**config.mk**
```make
export PLATFORM = sky130hd
export DESIGN_NAME = vcsw_label_swap
export DESIGN_NICKNAME = d
export VERILOG_FILES = /design/src/rtl/vcsw_pkg.sv /design/src/rtl/vcsw_circuit_table.sv /design/src/rtl/vcsw_lookup_stage.sv /design/src/rtl/vcsw_egress_stage.sv /design/src/rtl/vcsw_label_swap.sv
export SDC_FILE = /design/constraint.sdc
export NUM_CORES = 2
export LEC_CHECK = 0
export BUFFER_PORTS_ARGS = -buffer_cell sky130_fd_sc_hd__buf_2
export CORE_ASPECT_RATIO = 0.7
export CORE_MARGIN = 3
export CORE_UTILIZATION = 55
export DETAILED_ROUTE_END_ITERATION = 12
export GPL_TIMING_DRIVEN = 0
export PLACE_DENSITY = 0.71
export SLEW_MARGIN = 0
export SYNTH_ARGS = -nofsm -noshare
export SYNTH_HDL_FRONTEND = slang
export SYNTH_HIERARCHICAL = 1
export SYNTH_SLANG_ARGS = --single-unit
```
**constraint.sdc**
```tcl
create_clock -name clk -period 3.5 [get_ports clk]
set_input_delay 0.35 -clock clk [delete_from_list [all_inputs] [get_ports clk]]
set_output_delay 0.35 -clock clk [all_outputs]
set_load 0.01 [all_outputs]
```
**src/rtl/vcsw_pkg.sv**
```systemverilog
package vcsw_pkg;

  // What happens to a cell once its lookup result is known
  typedef enum logic [1:0] {
    CELL_NONE = 2'd0,
    CELL_FWD  = 2'd1,
    CELL_DROP = 2'd2
  } cell_disp_e;

  function automatic cell_disp_e classify(input logic present, input logic hit);
    if (!present) return CELL_NONE;
    return hit ? CELL_FWD : CELL_DROP;
  endfunction

endpackage

```
**src/rtl/vcsw_circuit_table.sv**
```systemverilog
module vcsw_circuit_table #(
  parameter int NUM_PORTS = 4,
  parameter int VCI_W     = 6,
  localparam int PORT_W   = $clog2(NUM_PORTS)
) (
  input  logic              clk,
  input  logic              rst_n,
  input  logic              wr_en,
  input  logic              wr_clear,
  input  logic [PORT_W-1:0] wr_in_port,
  input  logic [VCI_W-1:0]  wr_in_vci,
  input  logic [PORT_W-1:0] wr_out_port,
  input  logic [VCI_W-1:0]  wr_out_vci,
  input  logic [PORT_W-1:0] rd_port,
  input  logic [VCI_W-1:0]  rd_vci,
  output logic              rd_hit,
  output logic [PORT_W-1:0] rd_out_port,
  output logic [VCI_W-1:0]  rd_out_vci
);

  localparam int KEY_W   = PORT_W + VCI_W;
  localparam int DEPTH   = 1 << KEY_W;
  localparam int ENTRY_W = PORT_W + VCI_W;

  function automatic logic [KEY_W-1:0] make_key(input logic [PORT_W-1:0] p,
                                                input logic [VCI_W-1:0]  v);
    return {p, v};
  endfunction

  logic [KEY_W-1:0]   wr_key;
  logic [KEY_W-1:0]   rd_key;
  logic [DEPTH-1:0]   entry_valid;
  logic [ENTRY_W-1:0] route_mem [DEPTH];

  assign wr_key = make_key(wr_in_port, wr_in_vci);
  assign rd_key = make_key(rd_port, rd_vci);

  // Route words: written only on install, never reset
  always_ff @(posedge clk) begin
    if (wr_en && !wr_clear) route_mem[wr_key] <= {wr_out_port, wr_out_vci};
  end

  // One valid flag per entry
  for (genvar g = 0; g < DEPTH; g++) begin : g_valid
    always_ff @(posedge clk) begin
      if (!rst_n)                                       entry_valid[g] <= 1'b0;
      else if (wr_en && (wr_key == KEY_W'(g)))          entry_valid[g] <= !wr_clear;
    end
  end

  // Combinational read sees contents before this cycle's write
  assign rd_hit = entry_valid[rd_key];
  assign {rd_out_port, rd_out_vci} = route_mem[rd_key];

  // a clear leaves the entry reading as a miss on the next cycle
  a_r6_clear_misses: assert property (@(posedge clk) disable iff (!rst_n)
    (wr_en && wr_clear && !($past(wr_en) === 1'b0 ? 1'b0 : 1'b0)) |=>
      (!wr_en || wr_key != $past(wr_key)) -> !entry_valid[$past(wr_key)]);

  // an install is readable with its new route one cycle later
  a_r10_install_visible: assert property (@(posedge clk) disable iff (!rst_n)
    (wr_en && !wr_clear) |=>
      (route_mem[$past(wr_key)] == {$past(wr_out_port), $past(wr_out_vci)}));

endmodule

```
**src/rtl/vcsw_lookup_stage.sv**
```systemverilog
module vcsw_lookup_stage
  import vcsw_pkg::*;
#(
  parameter int PORT_W = 2,
  parameter int VCI_W  = 6,
  parameter int DATA_W = 32
) (
  input  logic              clk,
  input  logic              rst_n,
  input  logic              in_valid,
  input  logic              tbl_hit,
  input  logic [PORT_W-1:0] tbl_port,
  input  logic [VCI_W-1:0]  tbl_vci,
  input  logic [DATA_W-1:0] in_data,
  output cell_disp_e        s1_disp,
  output logic [PORT_W-1:0] s1_port,
  output logic [VCI_W-1:0]  s1_vci,
  output logic [DATA_W-1:0] s1_data
);

  cell_disp_e disp_now;
  assign disp_now = classify(in_valid, tbl_hit);

  always_ff @(posedge clk) begin
    if (!rst_n) s1_disp <= CELL_NONE;
    else        s1_disp <= disp_now;
  end

  // Payload and route captured with the lookup result
  always_ff @(posedge clk) begin
    if (disp_now == CELL_FWD) begin
      s1_port <= tbl_port;
      s1_vci  <= tbl_vci;
      s1_data <= in_data;
    end
  end

endmodule

```
**src/rtl/vcsw_egress_stage.sv**
```systemverilog
module vcsw_egress_stage
  import vcsw_pkg::*;
#(
  parameter int PORT_W = 2,
  parameter int VCI_W  = 6,
  parameter int DATA_W = 32,
  parameter int CNT_W  = 16
) (
  input  logic              clk,
  input  logic              rst_n,
  input  cell_disp_e        s1_disp,
  input  logic [PORT_W-1:0] s1_port,
  input  logic [VCI_W-1:0]  s1_vci,
  input  logic [DATA_W-1:0] s1_data,
  output logic              out_valid,
  output logic [PORT_W-1:0] out_port,
  output logic [VCI_W-1:0]  out_vci,
  output logic [DATA_W-1:0] out_data,
  output logic [CNT_W-1:0]  drop_count
);

  localparam logic [CNT_W-1:0] CNT_MAX = '1;

  function automatic logic [CNT_W-1:0] bump_sat(input logic [CNT_W-1:0] c);
    return (c == CNT_MAX) ? c : c + 1'b1;
  endfunction

  logic fwd_evt;
  logic drop_evt;
  assign fwd_evt  = (s1_disp == CELL_FWD);
  assign drop_evt = (s1_disp == CELL_DROP);

  always_ff @(posedge clk) begin
    if (!rst_n) begin
      out_valid  <= 1'b0;
      drop_count <= '0;
    end else begin
      out_valid  <= fwd_evt;
      if (drop_evt) drop_count <= bump_sat(drop_count);
    end
  end

  always_ff @(posedge clk) begin
    if (fwd_evt) begin
      out_port <= s1_port;
      out_vci  <= s1_vci;
      out_data <= s1_data;
    end
  end

  // each drop below the ceiling adds exactly one
  a_r5_drop_counts_one: assert property (@(posedge clk) disable iff (!rst_n)
    (drop_evt && drop_count != CNT_MAX) |=> (drop_count == $past(drop_count) + 1'b1));

  // the counter never leaves its ceiling
  a_r9_count_saturates: assert property (@(posedge clk) disable iff (!rst_n)
    (drop_count == CNT_MAX) |=> (drop_count == CNT_MAX));

  // without a drop the counter holds
  a_r5_count_idle_holds: assert property (@(posedge clk) disable iff (!rst_n)
    !drop_evt |=> $stable(drop_count));

endmodule

```
**src/rtl/vcsw_label_swap.sv**
```systemverilog
module vcsw_label_swap
  import vcsw_pkg::*;
#(
  parameter int NUM_PORTS = 4,
  parameter int VCI_W     = 6,
  parameter int DATA_W    = 32,
  parameter int CNT_W     = 16,
  localparam int PORT_W   = $clog2(NUM_PORTS)
) (
  input  logic              clk,
  input  logic              rst_n,
  input  logic              in_valid,
  input  logic [PORT_W-1:0] in_port,
  input  logic [VCI_W-1:0]  in_vci,
  input  logic [DATA_W-1:0] in_data,
  input  logic              cfg_we,
  input  logic              cfg_clear,
  input  logic [PORT_W-1:0] cfg_in_port,
  input  logic [VCI_W-1:0]  cfg_in_vci,
  input  logic [PORT_W-1:0] cfg_out_port,
  input  logic [VCI_W-1:0]  cfg_out_vci,
  output logic              out_valid,
  output logic [PORT_W-1:0] out_port,
  output logic [VCI_W-1:0]  out_vci,
  output logic [DATA_W-1:0] out_data,
  output logic [CNT_W-1:0]  drop_count
);

  logic              tbl_hit;
  logic [PORT_W-1:0] tbl_port;
  logic [VCI_W-1:0]  tbl_vci;

  cell_disp_e        s1_disp;
  logic [PORT_W-1:0] s1_port;
  logic [VCI_W-1:0]  s1_vci;
  logic [DATA_W-1:0] s1_data;

  vcsw_circuit_table #(.NUM_PORTS(NUM_PORTS), .VCI_W(VCI_W)) u_table (
    .clk(clk), .rst_n(rst_n),
    .wr_en(cfg_we), .wr_clear(cfg_clear),
    .wr_in_port(cfg_in_port), .wr_in_vci(cfg_in_vci),
    .wr_out_port(cfg_out_port), .wr_out_vci(cfg_out_vci),
    .rd_port(in_port), .rd_vci(in_vci),
    .rd_hit(tbl_hit), .rd_out_port(tbl_port), .rd_out_vci(tbl_vci)
  );

  vcsw_lookup_stage #(.PORT_W(PORT_W), .VCI_W(VCI_W), .DATA_W(DATA_W)) u_lookup (
    .clk(clk), .rst_n(rst_n),
    .in_valid(in_valid), .tbl_hit(tbl_hit),
    .tbl_port(tbl_port), .tbl_vci(tbl_vci), .in_data(in_data),
    .s1_disp(s1_disp), .s1_port(s1_port), .s1_vci(s1_vci), .s1_data(s1_data)
  );

  vcsw_egress_stage #(.PORT_W(PORT_W), .VCI_W(VCI_W), .DATA_W(DATA_W), .CNT_W(CNT_W)) u_egress (
    .clk(clk), .rst_n(rst_n),
    .s1_disp(s1_disp), .s1_port(s1_port), .s1_vci(s1_vci), .s1_data(s1_data),
    .out_valid(out_valid), .out_port(out_port), .out_vci(out_vci),
    .out_data(out_data), .drop_count(drop_count)
  );

  // a hit leaves exactly two cycles later
  a_r2_hit_two_cycles: assert property (@(posedge clk) disable iff (!rst_n)
    (in_valid && tbl_hit) |=> ##1 out_valid);

  // a miss never produces an output slot
  a_r5_miss_silent: assert property (@(posedge clk) disable iff (!rst_n)
    (in_valid && !tbl_hit) |=> ##1 !out_valid);

  // no output without an arrival two cycles earlier
  a_r8_no_phantom_cell: assert property (@(posedge clk) disable iff (!rst_n)
    !in_valid |=> ##1 !out_valid);

  // payload passes through unchanged
  a_r3_payload_kept: assert property (@(posedge clk) disable iff (!rst_n)
    (in_valid && tbl_hit) |=> ##1 (out_data == $past(in_data, 2)));

endmodule

```
======== After elaboration in Yosys (flattened, before gate mapping) ========
Memories as Yosys holds them, arrays and structs flattened. A register that Yosys moved wholly into a read port is not among the register bits.
Index checks and enable logic that the tools add are counted.
word-level totals
  bits of input ports ..................... 61
  memories kept ........................... 1
  output and inout port bits .............. 57
  logic and storage cells ................. 792
  register bits after elaboration ......... 347
  RAM bits ................................ 2048
cells by class
  equality and inequality tests ........... 259
  reductions and logical operators ........ 260
  $add $sub $neg .......................... 1
  order comparisons ....................... 1
  bitwise logic cells ..................... 1
  multiplexer cells ....................... 6
memory list
  name               words  width  read ports  clocked after memory_dff  write ports  line                      text
  u_table.route_mem  256    8      1           1                         1            vcsw_circuit_table.sv:33  logic [ENTRY_W-1:0] route_mem [DEPTH];
operator list
  kind                     count
  $eq A8 B8 Y1 const B     128
  $eq A8 B7 Y1 const B     64
  $logic_and A1 B1 Y1      257
  $eq A8 B6 Y1 const B     32
  $eq A8 B5 Y1 const B     16
  $eq A8 B4 Y1 const B     8
  $eq A8 B3 Y1 const B     4
  $add A16 B1 Y16 const B  1
  $eq A16 B16 Y1 const B   1
  $eq A8 B2 Y1 const B     2
  $lt A8 B9 Y1 const B     1
  $bmux W1 S8              1
  $eq A8 B1 Y1 const B     1
  $logic_not A8 Y1         1
  $eq A2 B1 Y1 const B     2
  $mux W2                  2
  $mux W1                  3
  $eq A2 B2 Y1 const B     1
  $reduce_and A2 Y1        1
  $logic_not A1 Y1         1
  $not A1 Y1               1

======== Logic depth before layout (Yosys ltp) ========
  depth in word-level cells ............... 5
  gate-level depth with buffers ........... 13
  gate-level depth less buffers ........... 7

======== Hierarchy ========
The synthesis kept the hierarchy.
by module, submodules not included
  module              sequential area each (um^2)  area each (um^2)  instances  cells each
  vcsw_circuit_table  66623.9                      90837.1           1          4887
  vcsw_egress_stage   1541.5                       2078.2            1          139
  vcsw_lookup_stage   1241.2                       1265.0            1          45

======== Worst setup path after synthesis ========
OpenSTA, ideal clock, no wires.
  path kind ............................... input -> register
  start point ............................. in in_vci[0]
  end point ............................... reg u_lookup.s1_data[0] (enable)
  path slack .............................. 0.482 ns
  data arrival time ....................... 2.639 ns
  setup time .............................. 0.379 ns
  stages .................................. 12
  data required time ...................... 3.121 ns
  path buffers ............................ 5
  cells stage by stage .................... buf_6 > buf_12 > buf_12 > buf_12 > buf_12 > mux2i_1 > o221ai_2 > a21oi_1 > o32ai_1 > a211oi_1 > nor4_1 > and2_2
between the ends
  cells in the longest elaborated chain, start to end .. 5
RTL lines
  what                           line                      text
  start: declaration             vcsw_label_swap.sv:14     input logic [VCI_W-1:0] in_vci,
  $bmux W1 S8                    vcsw_circuit_table.sv:52  assign rd_hit = entry_valid[rd_key];
  $mux W1 (implied by the code)  vcsw_circuit_table.sv:52
  net tbl_hit                    vcsw_label_swap.sv:29     logic tbl_hit;
  $mux W2 (2 in series)          vcsw_pkg.sv:12            return hit ? CELL_FWD : CELL_DROP;
  $eq A2 B1 Y1                   vcsw_lookup_stage.sv:31   if (disp_now == CELL_FWD) begin
  end signal: assignment         vcsw_lookup_stage.sv:34   s1_data <= in_data;
  end: declaration               vcsw_lookup_stage.sv:18   output logic [DATA_W-1:0] s1_data
The timed path passes the listed nets, and every way through them passes these cells. The select of a mux whose other input is x is not followed.
A chain may end at the register's enable or synchronous reset.

======== Final worst setup path ========
  start point ............................. in in_vci[4]
  end point ............................... reg u_lookup.s1_vci[4] (read register of u_table.route_mem), data pin
between the ends
  cells in the longest elaborated chain, start to end .. 5
RTL lines
  what                           line                      text
  $bmux W1 S8                    vcsw_circuit_table.sv:52
  $mux W1 (implied by the code)  vcsw_circuit_table.sv:52
  $mux W2 (2 in series)          vcsw_pkg.sv:12
  $eq A2 B1 Y1                   vcsw_lookup_stage.sv:31
  end: declaration               vcsw_lookup_stage.sv:17   output logic [VCI_W-1:0] s1_vci,
Parallel ways exist; a longest one is shown, timed or not. The select of a mux whose other input is x is not followed.

==> out/results.tsv <==
metric	value	unit
run status	finished, violations left	
failing checks	negative hold slack, max-capacitance violations, max-slew violations, negative setup slack	
CP startpoint	in_vci[4]	
Hold Startpoint	cfg_out_vci[5]	
nets@finish	5544	
required time worst endpoint	4.03	ns
Final HPWL DP	236.5	mm
R2R Setup Slk	0.10	ns
I/O Buffers	112	
Yosys cell types	73	
Area growth syn-to-layout	12.91	%
Final period util	110.3	%
Crit Path Category	in2reg	
Worst R2R End	u_lookup/s1_vci[4]	
Post-route DRC	0	
Total Power	0.05922	W
Die X	500.6	um
final setup fails	185	
WL final	350.3	mm
layout cells sized above 1	22.39	%
Mapped Area	0.09418	mm2
clk_skew	0.03711	ns
drt pass-1 iters	8	
Remaining Overflow, GRT	0	
syn_nets	5134	
Setup WS post-layout	-0.3621	ns
vias in the first global route	53125	
worst-case clock buffer depth	3	
Min Hold Slack	-0.005967	ns
R2R depth	6	
sequential element share of the synthesized area	73.70	%
Hold Violations, Final	2	
Worst Hold Path Cells	1	
Slew Limit Fails	42	
GP Congestion	1.018	
Synth Warn #	6	
leak pwr	32.92	nW
fillcell total	11875	
routed len/inst	44.18	um
core area	0.1693	mm2
Die H	352.2	um
Max IR drop VDD	0.4688	mV
initial antenna violation count	38	
GRT Total Usage	39.25	%
max-slew headroom at the worst pin	-15.24	%
PwrDens	556.9	mW/mm2
Gate Count Post-Synth	5071	
crit end category	flop	
Top FF cell, synth	edfxtp_1	
Worst Path Max Fanout	10	
total vias in the final route	58783	
I/O pin count	118	
startpoint types	input pin	
Synth Area per Inst	18.57	um2
WP data arrival	4.39	ns
fin area	0.1063	mm2
Root Driver	clkbuf_16	
H-tree depth	4	
worst skew pair latency	0.87	ns
Inserted Clock Buffers	216	
hold crit path type	in2reg	
placed cell areas	0.09835	mm2
most common cell after layout, fill and taps aside	edfxtp_1	
max-cap violations	6	
most frequent cells in the layout	edfxtp_1, mux4_2, a21oi_1	
Post-synth EDFFs	2128	
fmax	0.2589	GHz
DR iter-0 viols	11607	
via/cell ratio	7.414	
Endpoint, Worst Hold	u_table/route_mem[240][5]	
Worst-path clk slew	0.06	ns
R2R Path Start	u_table/route_mem[50][4]	
Initial Util	55.62	%
first-pass GRT wire length	463.5	mm
site row count	126	
antenna-violating nets left	0	
DIE AREA	0.1763	mm2
largest net degree at the start of global routing	144	
Slew @ Worst Pin	1.722	ns
Post-synth ARST share	0	%
CTS tree	yes	
Clock Sink Count	2403	
post-route minimum period	3.862	ns
#FFs+latches synth	2403	
where the power goes:
| group | internal [W] | total (W) | switching (W) |
|---|---|---|---|
| Sequential | 0.0313 | 0.0313 | 0.0000259 |
| Clock | 0.0131 | 0.0239 | 0.0108 |
| Combinational | 0.00105 | 0.00400 | 0.00295 |
| Total | 0.0454 | 0.0592 | 0.0138 |
critical path, stage by stage:
cell      delay [ns]
buf_2           0.29
clkbuf_1        0.63
clkbuf_1        0.81
o21ai_0         0.38
o41ai_4         0.84
a31oi_2         0.24
a211oi_2        0.60
nor4_2          0.22
timing repair:
| action | 4_1_cts | 5_1_grt |
|---|---|---|
| pin swaps | 1 | 1 |
| gates cloned | 1 | 1 |
| endpoints found under the setup margin | 58 | 46 |
| setup buffers | 0 | 0 |
| gates resized for setup | 84 | 46 |
| hold endpoints to repair | 66 | 1 |
| hold buffers | 40 | 1 |
cell type report:
type	count	area [um2]	area share (%)
sequential	2403	69410	65.27
inverter	6	22.52	0.02118
antenna	22	55.05	0.05177
tap	2240	2803	2.636
timing repair buffer	193	1615	1.519
clock inverter	150	1433	1.347
clock buffer	254	5622	5.287
multi-input combinational	2252	23020	21.65
buffer	409	2357	2.217
through the flow:
step	util, %	hold WS (ns)	TNS (ns)	setup slack [ns]	std cells
finish	62.80	-0.005967	-17.45	-0.3621	7929
global route	62.78	0.03368	-0.6359	-0.03377	7914
CTS	62.68	0.004237	0	0.01990	7905
detailed placement	58.09	0.4045	-498.76	-2.318	7460
global placement	57.61	0.4004	-3164.59	-4.722	7423
floorplan	-	0.4003	0	0.4816	5071
metal layers:
metal  wire [um]  part of all wire (%)  vias to the layer above  global-route usage, %
li1            -                     -                    21799                      -
met1      128500                    37                    30471                  56.17
met2      136900                    39                     5642                  49.74
met3       67520                    19                      850                  21.71
met4       16770                   4.8                       21                  15.05
met5         688                  0.20                        -                  1.436
cells in the mapped netlist (13+ instances only):
library cell  instances  area share (%)
edfxtp_1           2128              68
o22ai_1              16            0.11
nand2b_1             22            0.15
a211oi_1             13            0.10
a311oi_1            204             1.9
dfxtp_1             275             5.8
nand2_1             105            0.42
a22oi_1             176             1.4
clkbuf_1            254             1.0
nand3_1              25            0.13
buf_4                20            0.16
o21ai_0              26            0.14
buf_6                38            0.45
o221ai_1             29            0.27
nor2_1              337             1.3
mux2i_1             151             1.6
or3_1                23            0.15
a21oi_1             357             1.9
nor3_1               33            0.18
nor4_1               23            0.15
mux4_2              510              12
nor2b_1              23            0.15
buf_2                57            0.30
a22o_1               23            0.21
buf_1                29            0.12
state kept, by name, indices dropped and copies added, names as in the netlist:
signal and cells:
u_table/entry_valid 256, u_lookup/s1_data 32, u_egress/out_vci 6, u_lookup/s1_disp 2, u_egress/drop_count 16, u_table/route_mem 2048, u_egress/out_data 32, u_lookup/s1_port 2
u_egress/out_valid 1, u_egress/out_port 2, u_lookup/s1_vci 6
cells by family after synthesis:
logic type	synth area share (%)
xor gates and xnor gates	0.009301
adders and majority gates	0.02657
buffers and inverters	2.322
DFF	73.70
muxes	13.87
and+or+nand+nor	3.058
AOI/OAI and AO/OA	7.016
worst max-delay path by stage:
stage                            to  depth (start not counted)
2_1_floorplan   u_lookup/s1_data[0]                         12
3_3_place_gp     u_lookup/s1_vci[3]                         10
3_5_place_dp     u_lookup/s1_vci[3]                         11
4_1_cts          u_lookup/s1_vci[0]                          9
5_1_grt        u_lookup/s1_data[31]                         11
6_report         u_lookup/s1_vci[4]                          8
Note: power is estimated with default switching activity, not from simulation.
